File: src/rtl/dsa_pkg.sv
package dsa_pkg;

  typedef enum logic {KID_A = 1'b0, KID_B = 1'b1} kid_e;

  // Waiting-count level at which a kernel holding n SMs gives one up.
  function automatic int shrink_level(input int n, input int cap);
    return (cap * n * (n - 1)) / 2;
  endfunction

endpackage

File: src/rtl/dsa_rr_pick.sv
module dsa_rr_pick #(
  parameter int N    = 8,
  parameter int IDXW = $clog2(N)
) (
  input  logic [N-1:0]    req,
  input  logic [IDXW-1:0] last,
  output logic [IDXW-1:0] pick,
  output logic            any
);

  // Scan from the far offset down so the nearest request after `last` wins.
  always_comb begin
    pick = '0;
    any  = 1'b0;
    for (int off = N; off >= 1; off--) begin
      if (req[(int'(last) + off) % N]) begin
        pick = IDXW'((int'(last) + off) % N);
        any  = 1'b1;
      end
    end
  end

endmodule

File: src/rtl/dsa_kernel_ctrl.sv
module dsa_kernel_ctrl #(
  parameter int NUM_SM   = 8,
  parameter int SLOT_MAX = 8,
  parameter int CNT_W    = 16,
  parameter int NCNT_W   = $clog2(NUM_SM + 1)
) (
  input  logic              clk,
  input  logic              rst_n,
  input  logic              start,
  input  logic [CNT_W-1:0]  load_total,
  input  logic              take,
  input  logic [NCNT_W-1:0] own_n,
  output logic [CNT_W-1:0]  pending,
  output logic              shrink_req,
  output logic              drain_all
);

  localparam int TAB_N = 1 << NCNT_W;

  logic [CNT_W-1:0] lvl_tab [TAB_N];
  logic [CNT_W-1:0] pend_nxt;
  logic             pend_en;

  generate
    for (genvar n = 0; n < TAB_N; n++) begin : g_lvl
      if (n <= NUM_SM) begin : g_live
        assign lvl_tab[n] = CNT_W'(dsa_pkg::shrink_level(n, SLOT_MAX));
      end else begin : g_pad
        assign lvl_tab[n] = '0;
      end
    end
  endgenerate

  assign shrink_req = (own_n > NCNT_W'(1)) && (pending != '0) &&
                      (pending == lvl_tab[own_n]);
  assign drain_all  = (pending == '0);

  always_comb begin
    pend_en  = start | take;
    pend_nxt = pending;
    if (start) begin
      pend_nxt = load_total;
    end else if (take) begin
      pend_nxt = pending - CNT_W'(1);
    end
  end

  always_ff @(posedge clk or negedge rst_n) begin
    if (!rst_n) begin
      pending <= '0;
    end else if (pend_en) begin
      pending <= pend_nxt;
    end
  end

endmodule

File: src/rtl/dsa_sm_slot.sv
module dsa_sm_slot #(
  parameter int   SLOT_MAX   = 8,
  parameter int   RES_W      = $clog2(SLOT_MAX + 1),
  parameter logic INIT_OWNER = 1'b0
) (
  input  logic             clk,
  input  logic             rst_n,
  input  logic             start,
  input  logic             add,
  input  logic             retire,
  input  logic             close,
  input  logic [1:0]       has_work,
  output logic             owner,
  output logic             open,
  output logic [RES_W-1:0] res
);

  logic             owner_nxt, open_nxt, own_en;
  logic [RES_W-1:0] res_nxt;
  logic             res_en, dec;

  always_comb begin
    owner_nxt = owner;
    open_nxt  = open;
    if (start) begin
      owner_nxt = INIT_OWNER;
      open_nxt  = 1'b1;
    end else if (close) begin
      open_nxt  = 1'b0;
    end else if (!open && (res == '0) && has_work[~owner]) begin
      owner_nxt = ~owner;
      open_nxt  = 1'b1;
    end
    own_en = (owner_nxt != owner) || (open_nxt != open);
  end

  always_comb begin
    dec     = retire && (res != '0);
    res_en  = add ^ dec;
    res_nxt = res;
    if (add && !dec) begin
      res_nxt = res + RES_W'(1);
    end else if (dec && !add) begin
      res_nxt = res - RES_W'(1);
    end
  end

  always_ff @(posedge clk or negedge rst_n) begin
    if (!rst_n) begin
      owner <= INIT_OWNER;
      open  <= 1'b1;
    end else if (own_en) begin
      owner <= owner_nxt;
      open  <= open_nxt;
    end
  end

  always_ff @(posedge clk or negedge rst_n) begin
    if (!rst_n) begin
      res <= '0;
    end else if (res_en) begin
      res <= res_nxt;
    end
  end

endmodule

File: src/rtl/dyn_sm_alloc.sv
module dyn_sm_alloc #(
  parameter int NUM_SM   = 8,
  parameter int SLOT_MAX = 8,
  parameter int CNT_W    = 16,
  parameter int SM_W     = $clog2(NUM_SM),
  parameter int RES_W    = $clog2(SLOT_MAX + 1),
  parameter int NCNT_W   = $clog2(NUM_SM + 1)
) (
  input  logic              clk,
  input  logic              rst_n,
  input  logic              start,
  input  logic [CNT_W-1:0]  total_k0,
  input  logic [CNT_W-1:0]  total_k1,
  output logic              disp_valid,
  input  logic              disp_ready,
  output logic              disp_kid,
  output logic [SM_W-1:0]   disp_sm,
  input  logic [NUM_SM-1:0] sm_done,
  output logic [NUM_SM-1:0] sm_owner,
  output logic [NUM_SM-1:0] sm_open,
  output logic              all_done
);

  localparam int HALF = NUM_SM / 2;

  logic [CNT_W-1:0]        pend     [2];
  logic [CNT_W-1:0]        load_tot [2];
  logic [NCNT_W-1:0]       own_n    [2];
  logic [NUM_SM-1:0]       oo_mask  [2];
  logic [NUM_SM-1:0]       elig     [2];
  logic [SM_W-1:0]         pick     [2];
  logic [SM_W-1:0]         last     [2];
  logic [SM_W-1:0]         last_nxt [2];
  logic [SM_W-1:0]         hi_idx   [2];
  logic [1:0]              any, shrink, drain, has_work, take;
  logic [RES_W-1:0]        res      [NUM_SM];
  logic [NUM_SM*RES_W-1:0] res_flat;
  logic [NUM_SM-1:0]       not_full, add, close;
  logic [CNT_W-1:0]        pend_k0, pend_k1;
  logic                    prio, prio_nxt, prio_en, hs;

  assign load_tot[0] = total_k0;
  assign load_tot[1] = total_k1;
  assign pend_k0     = pend[0];
  assign pend_k1     = pend[1];

  assign oo_mask[0] = ~sm_owner & sm_open;
  assign oo_mask[1] =  sm_owner & sm_open;

  generate
    for (genvar k = 0; k < 2; k++) begin : g_kern
      assign own_n[k]    = NCNT_W'($countones(oo_mask[k]));
      assign has_work[k] = (pend[k] != '0);
      assign elig[k]     = oo_mask[k] & not_full & {NUM_SM{has_work[k]}};
      assign take[k]     = hs && (disp_kid == k[0]);

      dsa_kernel_ctrl #(
        .NUM_SM(NUM_SM), .SLOT_MAX(SLOT_MAX), .CNT_W(CNT_W), .NCNT_W(NCNT_W)
      ) u_kctl (
        .clk(clk), .rst_n(rst_n), .start(start), .load_total(load_tot[k]),
        .take(take[k]), .own_n(own_n[k]), .pending(pend[k]),
        .shrink_req(shrink[k]), .drain_all(drain[k])
      );

      dsa_rr_pick #(.N(NUM_SM), .IDXW(SM_W)) u_pick (
        .req(elig[k]), .last(last[k]), .pick(pick[k]), .any(any[k])
      );

      always_comb begin
        hi_idx[k] = '0;
        for (int i = 0; i < NUM_SM; i++) begin
          if (oo_mask[k][i]) hi_idx[k] = SM_W'(i);
        end
      end

      always_comb begin
        last_nxt[k] = last[k];
        if (start) begin
          last_nxt[k] = SM_W'(NUM_SM - 1);
        end else if (take[k]) begin
          last_nxt[k] = pick[k];
        end
      end

      always_ff @(posedge clk or negedge rst_n) begin
        if (!rst_n) begin
          last[k] <= SM_W'(NUM_SM - 1);
        end else if (start || take[k]) begin
          last[k] <= last_nxt[k];
        end
      end
    end
  endgenerate

  generate
    for (genvar i = 0; i < NUM_SM; i++) begin : g_sm
      assign not_full[i] = (res[i] < RES_W'(SLOT_MAX));
      assign add[i]      = hs && (disp_sm == SM_W'(i));
      assign close[i]    =
        (oo_mask[0][i] && (drain[0] || (shrink[0] && hi_idx[0] == SM_W'(i)))) ||
        (oo_mask[1][i] && (drain[1] || (shrink[1] && hi_idx[1] == SM_W'(i))));
      assign res_flat[i*RES_W +: RES_W] = res[i];

      dsa_sm_slot #(
        .SLOT_MAX(SLOT_MAX), .RES_W(RES_W), .INIT_OWNER(i >= HALF)
      ) u_slot (
        .clk(clk), .rst_n(rst_n), .start(start), .add(add[i]),
        .retire(sm_done[i]), .close(close[i]), .has_work(has_work),
        .owner(sm_owner[i]), .open(sm_open[i]), .res(res[i])
      );
    end
  endgenerate

  // Kernel arbitration: alternate when both kernels can issue.
  always_comb begin
    disp_valid = any[0] | any[1];
    if (any[0] && any[1]) begin
      disp_kid = prio;
    end else begin
      disp_kid = any[1];
    end
    disp_sm  = disp_kid ? pick[1] : pick[0];
    hs       = disp_valid && disp_ready;
  end

  always_comb begin
    prio_en  = start | hs;
    prio_nxt = prio;
    if (start) begin
      prio_nxt = dsa_pkg::KID_A;
    end else if (hs) begin
      prio_nxt = ~disp_kid;
    end
  end

  always_ff @(posedge clk or negedge rst_n) begin
    if (!rst_n) begin
      prio <= dsa_pkg::KID_A;
    end else if (prio_en) begin
      prio <= prio_nxt;
    end
  end

  assign all_done = (pend[0] == '0) && (pend[1] == '0) && (res_flat == '0);

endmodule

File: config.mk
export PLATFORM = sky130hd
export DESIGN_NAME = dyn_sm_alloc
export DESIGN_NICKNAME = d
export VERILOG_FILES = /design/src/rtl/dsa_pkg.sv /design/src/rtl/dsa_rr_pick.sv /design/src/rtl/dsa_kernel_ctrl.sv /design/src/rtl/dsa_sm_slot.sv /design/src/rtl/dyn_sm_alloc.sv
export SDC_FILE = /design/constraint.sdc
export NUM_CORES = 1
export LEC_CHECK = 0
export BUFFER_PORTS_ARGS = -buffer_cell sky130_fd_sc_hd__buf_4
export CAP_MARGIN = 20
export CORE_ASPECT_RATIO = 1.25
export CORE_MARGIN = 2
export CORE_UTILIZATION = 63
export DETAILED_ROUTE_END_ITERATION = 16
export GPL_TIMING_DRIVEN = 0
export PLACE_DENSITY = 0.83
export SYNTH_ARGS = -nofsm -noshare
export SYNTH_HDL_FRONTEND = slang
export SYNTH_SLANG_ARGS = --single-unit
File: constraint.sdc
create_clock -name clk -period 6.5 [get_ports clk]
set_clock_uncertainty 0.2 [all_clocks]
set_input_delay 0.325 -clock clk [delete_from_list [all_inputs] [get_ports clk]]
set_output_delay 0.325 -clock clk [all_outputs]
set_load 0.02 [all_outputs]
==> Yosys cells after proc, flatten, opt, wreduce, memory -nomap -nowiden <==
Memory sizes are Yosys's and may differ from the RTL's.
Index checks and enable logic that the tools add are counted.
{ "word_totals": {"regBits": 87, "latchBits": 0, "ram_bits": 0, "rom_bits": 512, "input_bits": 44, "out_inout_bits": 22, "word_cells": 602, "mem_count": 2} }
{ "memory_table": {"columns": ["memory", "depth", "word_bits", "rd", "rd_ports_with_merged_regs", "wr", "line_no", "source"], "rows": [
  ["(name not given)", 16, 16, 1, 0, 0, "dsa_kernel_ctrl.sv:35", "(pending == lvl_tab[own_n]);"],
  ["(name not given)", 16, 16, 1, 0, 0, "dsa_kernel_ctrl.sv:35", null]
]} }
{ "classes": {"add_sub_neg": 48, "multipliers": 0, "n_div": 0, "order_cmp": 36, "eq_ne": 39, "shift": 0, "muxes": 190, "n_bitwise": 46, "reduce_logical": 212} }
{ "ops": {"columns": ["op", "n"], "rows": [
  ["2-to-1 mux 16 bit", 8],
  ["2-to-1 mux 1 bit", 117],
  ["2-to-1 mux 3 bit", 31],
  ["logical AND 1 bit", 90],
  ["< comparator 4 x 5 -> 1 bit (second input constant)", 16],
  ["2-to-1 mux 4 bit", 16],
  ["AND 8 bit", 6],
  ["binary-select mux 1 bit (select 3 bit)", 16],
  ["OR reduction 3 bit", 16],
  ["== test 3 bit (second input constant)", 12],
  ["logical OR 1 bit", 34],
  ["adder 4 x 1 -> 4 bit (second input constant)", 8],
  ["== test 16 bit", 2],
  ["logical NOT 16 bit", 2],
  ["logical NOT 32 bit", 1],
  ["logical NOT 4 bit", 8],
  ["< comparator 4 bit (second input constant)", 8],
  ["nonzero test 16 bit", 2],
  ["nonzero test 4 bit", 8],
  ["subtractor 16 x 1 -> 16 bit (second input constant)", 2],
  ["subtractor 4 x 1 -> 4 bit (second input constant)", 8],
  ["AND reduction 2 bit", 13],
  ["adder 3 bit (second input constant)", 8],
  ["logical NOT 1 bit", 24],
  ["other kinds (20)", 115]
]} }

==> Depth between registers and ports, before layout <==
{ "logic_depth": {"word_depth": 24, "mapped_depth": 23, "mapped_depth_nobuf": 21} }

==> Hierarchy <==
From an unflattened synthesis, not the netlist that was laid out.
{ "unflattened": {"hier_cells": 910, "hier_area_um2": 8306.7} }
{ "by_module_without_submodules": {"columns": ["mod", "instances", "cells_per_inst", "area_each_um2", "seq_area_each_um2"], "rows": [
  ["dsa_kernel_ctrl", 2, 124, 1096.1, 400.4],
  ["dsa_sm_slot at g_sm[4].u_slot ...", 4, 39, 425.4, 152.6],
  ["dyn_sm_alloc", 1, 189, 1398.8, 182.7],
  ["dsa_rr_pick", 2, 77, 674.4, 0.0],
  ["dsa_sm_slot at g_sm[0].u_slot ...", 3, 41, 412.9, 151.4],
  ["dsa_sm_slot at g_sm[1].u_slot", 1, 40, 426.7, 151.4]
]} }

==> Worst setup path after synthesis <==
OpenSTA, ideal clock, no wires.
{ "synth_timing": {"path_type": "flip-flop to flip-flop", "startpoint": "register g_sm[1].u_slot.open", "endpoint": "register g_sm[0].u_slot.open", "setup_ns": 0.088, "arrival_ns": 5.263, "required_ns": 6.212, "setup_slack_ns": 0.949, "stages_incl_launch_ff": 21, "n_path_buf": 1, "period_less_slack_ns": 5.551, "cell_sequence": "dfstp_2 buf_2 nor2b_1 fa_1 inv_1 fa_1 fa_1 inv_1 ha_1 inv_1 fa_1 ha_1 nor2_1 a31oi_1 o21ai_0 xor2_1 or4_1 nor4_1 nand2_1 o31ai_1 a22oi_1"} }
{ "synth_via": {"elab_chain_len": 18, "elab_cells_between_ends": 54, "classes_between": "add/sub: 6; order compare: 2; eq/ne: 4; mux: 22; bitwise: 4; reduce/logical: 14; memory: 2"} }
{ "synth_rtl": {"columns": ["item", "line_no", "source"], "rows": [
  ["start, declared", "dsa_sm_slot.sv:14", "output logic open,"],
  ["start signal, assigned", "dsa_sm_slot.sv:54", "open <= open_nxt;"],
  ["AND 8 bit, on equally long branches", "dyn_sm_alloc.sv:47, dyn_sm_alloc.sv:48", null],
  ["adder 1 x 1 -> 2 bit (implied by the code)", "dyn_sm_alloc.sv:52", "assign own_n[k] = NCNT_W'($countones(oo_mask[k]));"],
  ["adder 2 x 2 -> 3 bit (implied by the code)", "dyn_sm_alloc.sv:52", null],
  ["adder 3 x 3 -> 4 bit (implied by the code)", "dyn_sm_alloc.sv:52", null],
  ["inverter 4 -> 5 bit (implied by the code)", "dsa_kernel_ctrl.sv:35", null],
  ["memory (16 x 16 bit)", null, null],
  ["2-to-1 mux 16 bit (implied by the code) (2 in a row)", "dsa_kernel_ctrl.sv:35", null],
  ["== test 16 bit", "dsa_kernel_ctrl.sv:35", null],
  ["logical AND 1 bit", "dsa_kernel_ctrl.sv:34", "assign shrink_req = (own_n > NCNT_W'(1)) && (pending != '0) &&"],
  ["logical AND 1 bit, on equally long branches", "dyn_sm_alloc.sv:100, dyn_sm_alloc.sv:101", null],
  ["logical OR 1 bit, on equally long branches", "dyn_sm_alloc.sv:100, dyn_sm_alloc.sv:101", null],
  ["logical AND 1 bit, on equally long branches", "dyn_sm_alloc.sv:100, dyn_sm_alloc.sv:101", null],
  ["logical OR 1 bit *", "dyn_sm_alloc.sv:100", "(oo_mask[0][i] && (drain[0] || (shrink[0] && hi_idx[0] == SM_W'(i)))) ||"],
  ["2-to-1 mux 1 bit", "dsa_sm_slot.sv:28", "end else if (close) begin"],
  ["2-to-1 mux 1 bit", "dsa_sm_slot.sv:25", "if (start) begin"],
  ["!= test 1 bit", "dsa_sm_slot.sv:34", "own_en = (owner_nxt != owner) || (open_nxt != open);"],
  ["logical OR 1 bit", "dsa_sm_slot.sv:34", null],
  ["end signal, assigned", "dsa_sm_slot.sv:54", null],
  ["end, declared", "dsa_sm_slot.sv:14", null]
]} }
Mark *: on every way between the ends. The rest lies on a longest branch, timed or not. The select of a mux whose other input is x is not followed.
A chain may end at the register's enable or synchronous reset.

==> Worst setup path in the final report <==
{ "layout_timing": {"startpoint": "register last[3] (netlist name)", "endpoint": "register g_sm[0].u_slot.res[3]"} }
{ "layout_via": {"elab_chain_len": 21, "elab_cells_between_ends": 62, "classes_between": "add/sub: 8; mux: 43; bitwise: 2; reduce/logical: 9"} }
{ "layout_rtl": {"columns": ["item", "line_no", "source"], "rows": [
  ["start, declared", "dyn_sm_alloc.sv:32", "logic [SM_W-1:0] last [2];"],
  ["start signal, assigned by index", "dyn_sm_alloc.sv:87", "last[k] <= SM_W'(NUM_SM - 1);"],
  ["start signal, assigned by index", "dyn_sm_alloc.sv:89", "last[k] <= last_nxt[k];"],
  ["adder 3 x 1 -> 3 bit", "dsa_rr_pick.sv:16, dsa_rr_pick.sv:17", null],
  ["binary-select mux 1 bit (select 3 bit)", "dsa_rr_pick.sv:16", "if (req[(int'(last) + off) % N]) begin"],
  ["2-to-1 mux 1 bit (implied by the code) (2 in a row)", "dsa_rr_pick.sv:16", null],
  ["2-to-1 mux 1 bit (8 in a row)", "dsa_rr_pick.sv:16", null],
  ["logical AND 1 bit", "dyn_sm_alloc.sv:117", "if (any[0] && any[1]) begin"],
  ["2-to-1 mux 1 bit", "dyn_sm_alloc.sv:117", null],
  ["2-to-1 mux 3 bit", "dyn_sm_alloc.sv:122", "disp_sm = disp_kid ? pick[1] : pick[0];"],
  ["logical NOT 3 bit", "dyn_sm_alloc.sv:98", "assign add[i] = hs && (disp_sm == SM_W'(i));"],
  ["logical AND 1 bit *", "dyn_sm_alloc.sv:98", null],
  ["logical NOT 1 bit", "dsa_sm_slot.sv:43", "end else if (dec && !add) begin"],
  ["logical AND 1 bit", "dsa_sm_slot.sv:43", null],
  ["nonzero test 2 bit (no source line)", null, null],
  ["AND reduction 2 bit (no source line)", null, null],
  ["end signal, assigned", "dsa_sm_slot.sv:62", "res <= res_nxt;"],
  ["end, declared", "dsa_sm_slot.sv:15", "output logic [RES_W-1:0] res"]
]} }
Marked as above.

==> impl_results.md <==
* Status: finished with violations
* Global-route wire length before repair at 39,600 um
* Synth Instances at 993
* CTS clk-pin slew, worst paths at 0.07 ns
* Maxcap violations at 0
* Root Buffer: clkbuf_16
* Worst path slowest cell: dfstp_2
* # diodes at 0
* Top Usage Layer GRT: met2
* CTS Sinks at 87
* Post-synthesis net count at 1,096
* Asr flop ratio synth at 100%
* Chip height at 137 um
* Final Max Slew Viols at 0
* VDD IR max at 0.324 mV
* CTS max path bufs at 2
* I/O pin total at 66
* Reg-to-Reg Start: last[3]
* Max stage delay on crit path at 0.61 ns
* Port bufs at 65
* Worst EP required at 6.53 ns
* Fmax at 162 MHz
* Met1 Use GR at 39.2%
* Share of layout cells above drive strength 1 at 20.1%
* PwrDens at 459 nW/um^2
* CP delay by family, top: simple AND/OR/NAND/NOR gates
* Initial antenna violation count at 0
* Worst-path fanout max at 10
* Routed len/inst at 19.3 um
* Design Area, Final at 10,200 um^2
* Worst Tran Pin Value at 1.04 ns
* WHS Endpoint: g_kern[1].u_kctl.pending[5]
* Total Wirelength at 24,400 um
* Worst Hold Class: input port to flip-flop
* Total number of vias at 8,213
* Nets at 1,188
* Row cnt at 48
* Slew HR at 30.7%
* Core area at 13,900 um^2
* Synth unique cells at 83
* Hold Path Stages at 3
* Final setup viols at 0
* Detailed-router iteration count before antenna repair at 6
* R2R depth at 21
* Global-route track usage on met3 at 4.71%
* RSZ-0062 raised after global routing: false
* # H-tree levels at 3
* Tot GR Track Use at 32.2%
* Initial detailed-routing violation count at 677
* Critical path cell sequence: clkinv_1 -> clkbuf_2 -> ha_1 -> buf_2 -> inv_1 -> mux2i_1 -> mux4_2 -> or4_1 -> or3_1 -> a32o_1 -> nand2_1 -> o211ai_1 -> nor2_1 -> ha_1 -> inv_1 -> ha_1 -> a21o_1 -> a21oi_1 -> xnor2_1 -> nor2_1 -> xor2_1
* Yosys reg bits at 87
* Post-synth EDFFs at 0
* Crit path time final at 6.16 ns
* Die footprint at 15,200 um^2
* Arrival @ worst endpoint at 6.19 ns
* M2 GR Usage at 56.1%
* Via density at 6.49
* Cell mode on critical path: ha_1
* Dpl cell area at 9660 um^2
* WS Path Type: flip-flop to flip-flop
* WP buf/inv at 5
* Beginning of the worst hold path: total_k1[5]
* Hold slack at -0.00579 ns
* Tcrit/Tclk final at 94.8%
* Final hold violation count at 1
* R2R Setup Slk at 0.34 ns
* Global route overflow at 0
* Layout Area Growth over Synthesis at 13.6%
* CTS tree: done
* Crit path launch type: flip-flop
* Clk Latency, worst-skew pair at 0.35 ns
* Leakage at 0.00432 uW
* Setup tns final at 0 ns
* CTS Buf Count at 9
* Crit. End Element: flip-flop
* Post-Syn Area at 8950 um^2
* Ys flop type: dfrtp_1
* Drt drc at 0
* Sequential area share after synthesis at 24.6%
* RR Endpoint: g_sm[0].u_slot.res[3]
* Starting Density at 64.5%
* Yosys warning count at 0
* Post-DP HPWL at 18,100 um
* Failing checks: hold timing
* Largest net degree at the start of global routing at 88
* Worst path depth at 21
* Final Core Density at 73.3%
* Avg Cell Area, Syn at 9.02 um^2
* Antenna Violating Nets Remaining at 0
* Routability cong. at 0.982
* Vias in the first global route at 7,975
* Die width at 111 um
report_power, final:
part           leakage [uW]  switching (uW)  total [uW]  internal (uW)
logic               0.00315            1750        3160           1410
clock network      0.000160             234         573            338
registers           0.00102             208         929            721
worst max-delay path by stage:
| stage | from | to | slack [ns] |
|---|---|---|---|
| floorplan | g_sm[1].u_slot.open | g_sm[0].u_slot.open | 0.95 |
| global placement | last[3] | g_sm[0].u_slot.res[3] | 0.37 |
| detailed placement | last[3] | g_sm[0].u_slot.res[3] | 0.35 |
| CTS | last[3] | g_sm[0].u_slot.res[3] | 0.34 |
| global route | last[3] | g_sm[0].u_slot.res[3] | 0.06 |
| finish | last[3] | g_sm[0].u_slot.res[3] | 0.34 |
placed cells by master (no fill, tap or decap), types with 17 or more instances in the layout:
| cell | count |
|---|---|
| nand2b_1 | 17 |
| xnor2_1 | 44 |
| nor2_1 | 67 |
| mux4_2 | 28 |
| dfstp_2 | 18 |
| mux2i_1 | 33 |
| nand2_1 | 85 |
| dfrtp_1 | 69 |
| inv_1 | 51 |
| nor3_1 | 19 |
| a21oi_1 | 38 |
| ha_1 | 43 |
| buf_4 | 81 |
| o21ai_0 | 61 |
| clkbuf_1 | 26 |
| xor2_1 | 27 |
| mux2_2 | 22 |
final cells by class:
class                   count  area [um^2]
multi-input cells         782         6180
fillers                  1058         3710
flip-flops and latches     87         2200
repair buffers             81          666
plain buffers              67          368
clock buffers               9          225
well taps                 175          219
inverters                  57          214
clock inverters             7         96.3
cells in the mapped netlist (5+ instances only):
library cell | n | area share [%]
a211oi_1 | 8 | 0.67
a21o_1 | 12 | 1.0
a21oi_1 | 38 | 2.1
a221oi_1 | 6 | 0.59
a22oi_1 | 7 | 0.59
a31oi_1 | 15 | 1.0
and2_1 | 12 | 0.84
and3b_1 | 8 | 0.78
buf_1 | 6 | 0.25
buf_2 | 14 | 0.78
buf_4 | 16 | 1.3
buf_6 | 5 | 0.63
clkbuf_1 | 26 | 1.1
dfrtp_1 | 69 | 19
dfstp_2 | 18 | 5.3
fa_1 | 16 | 3.6
ha_1 | 43 | 6.0
inv_1 | 51 | 2.1
mux2_2 | 22 | 2.8
mux2i_1 | 33 | 3.7
mux4_2 | 28 | 7.0
nand2_1 | 85 | 3.6
nand2b_1 | 17 | 1.2
nand3_1 | 14 | 0.78
nand3b_1 | 8 | 0.67
nand4_1 | 5 | 0.35
nor2_1 | 67 | 2.8
nor2b_1 | 13 | 0.91
nor3_1 | 19 | 1.1
nor3b_1 | 13 | 1.1
nor4_1 | 17 | 1.2
nor4_4 | 6 | 1.4
o211ai_1 | 13 | 1.1
o21ai_0 | 61 | 3.4
o21ai_1 | 9 | 0.50
o221ai_1 | 6 | 0.59
o22ai_1 | 6 | 0.42
or3_1 | 10 | 0.70
or3b_2 | 5 | 0.49
or4_1 | 15 | 1.3
xnor2_1 | 44 | 4.3
xor2_1 | 27 | 2.6
worst min-delay path, cell delays in order:
cell and delay [ns]:
buf_4 0.08, nand2_1 0.04, o21ai_0 0.07
flip-flops by register name (all words and copies together) (netlist names):
register and count:
g_kern.u_kctl.pending 32, g_sm.u_slot.open 8, g_sm.u_slot.owner 8, g_sm.u_slot.res 32
last 6, prio 1
timing repair:
item | CTS | global route
resized for setup | 0 | 2
hold buffers | 14 | 1
setup endpoints to repair | 0 | 4
hold endpoints to repair | 14 | 13
buffers inserted | 0 | 0
per-layer routing:
layer / wire [um] / share of wire (%)
met1: 9470 / 39
met2: 12300 / 50
met3: 1550 / 6.4
met4: 1110 / 4.6
met5: 0 / 0
logic make-up after synthesis:
| family | count (synthesis) | synth area share, % |
|---|---|---|
| fa+ha+maj | 59 | 9.59 |
| buf+inv | 124 | 6.48 |
| mux | 84 | 13.7 |
| xor+xnor | 73 | 7.44 |
| compound gates | 224 | 16.5 |
| simple gates | 342 | 21.8 |
| flops | 87 | 24.6 |
stage by stage:
| step | cells | worst slack, ns | total power [uW] | hold WS [ns] |
|---|---|---|---|---|
| floorplan | 993 | 0.949 | 3290 | -0.171 |
| detailed placement | 1233 | 0.347 | 4030 | 0.297 |
| global placement | 1233 | 0.372 | 3940 | 0.287 |
| CTS | 1263 | 0.339 | 4620 | 0.0000256 |
| global route | 1265 | 0.0596 | 5000 | 0.00748 |
| finish | 1265 | 0.336 | 4660 | -0.00579 |
(Power assumes the default switching activity.)
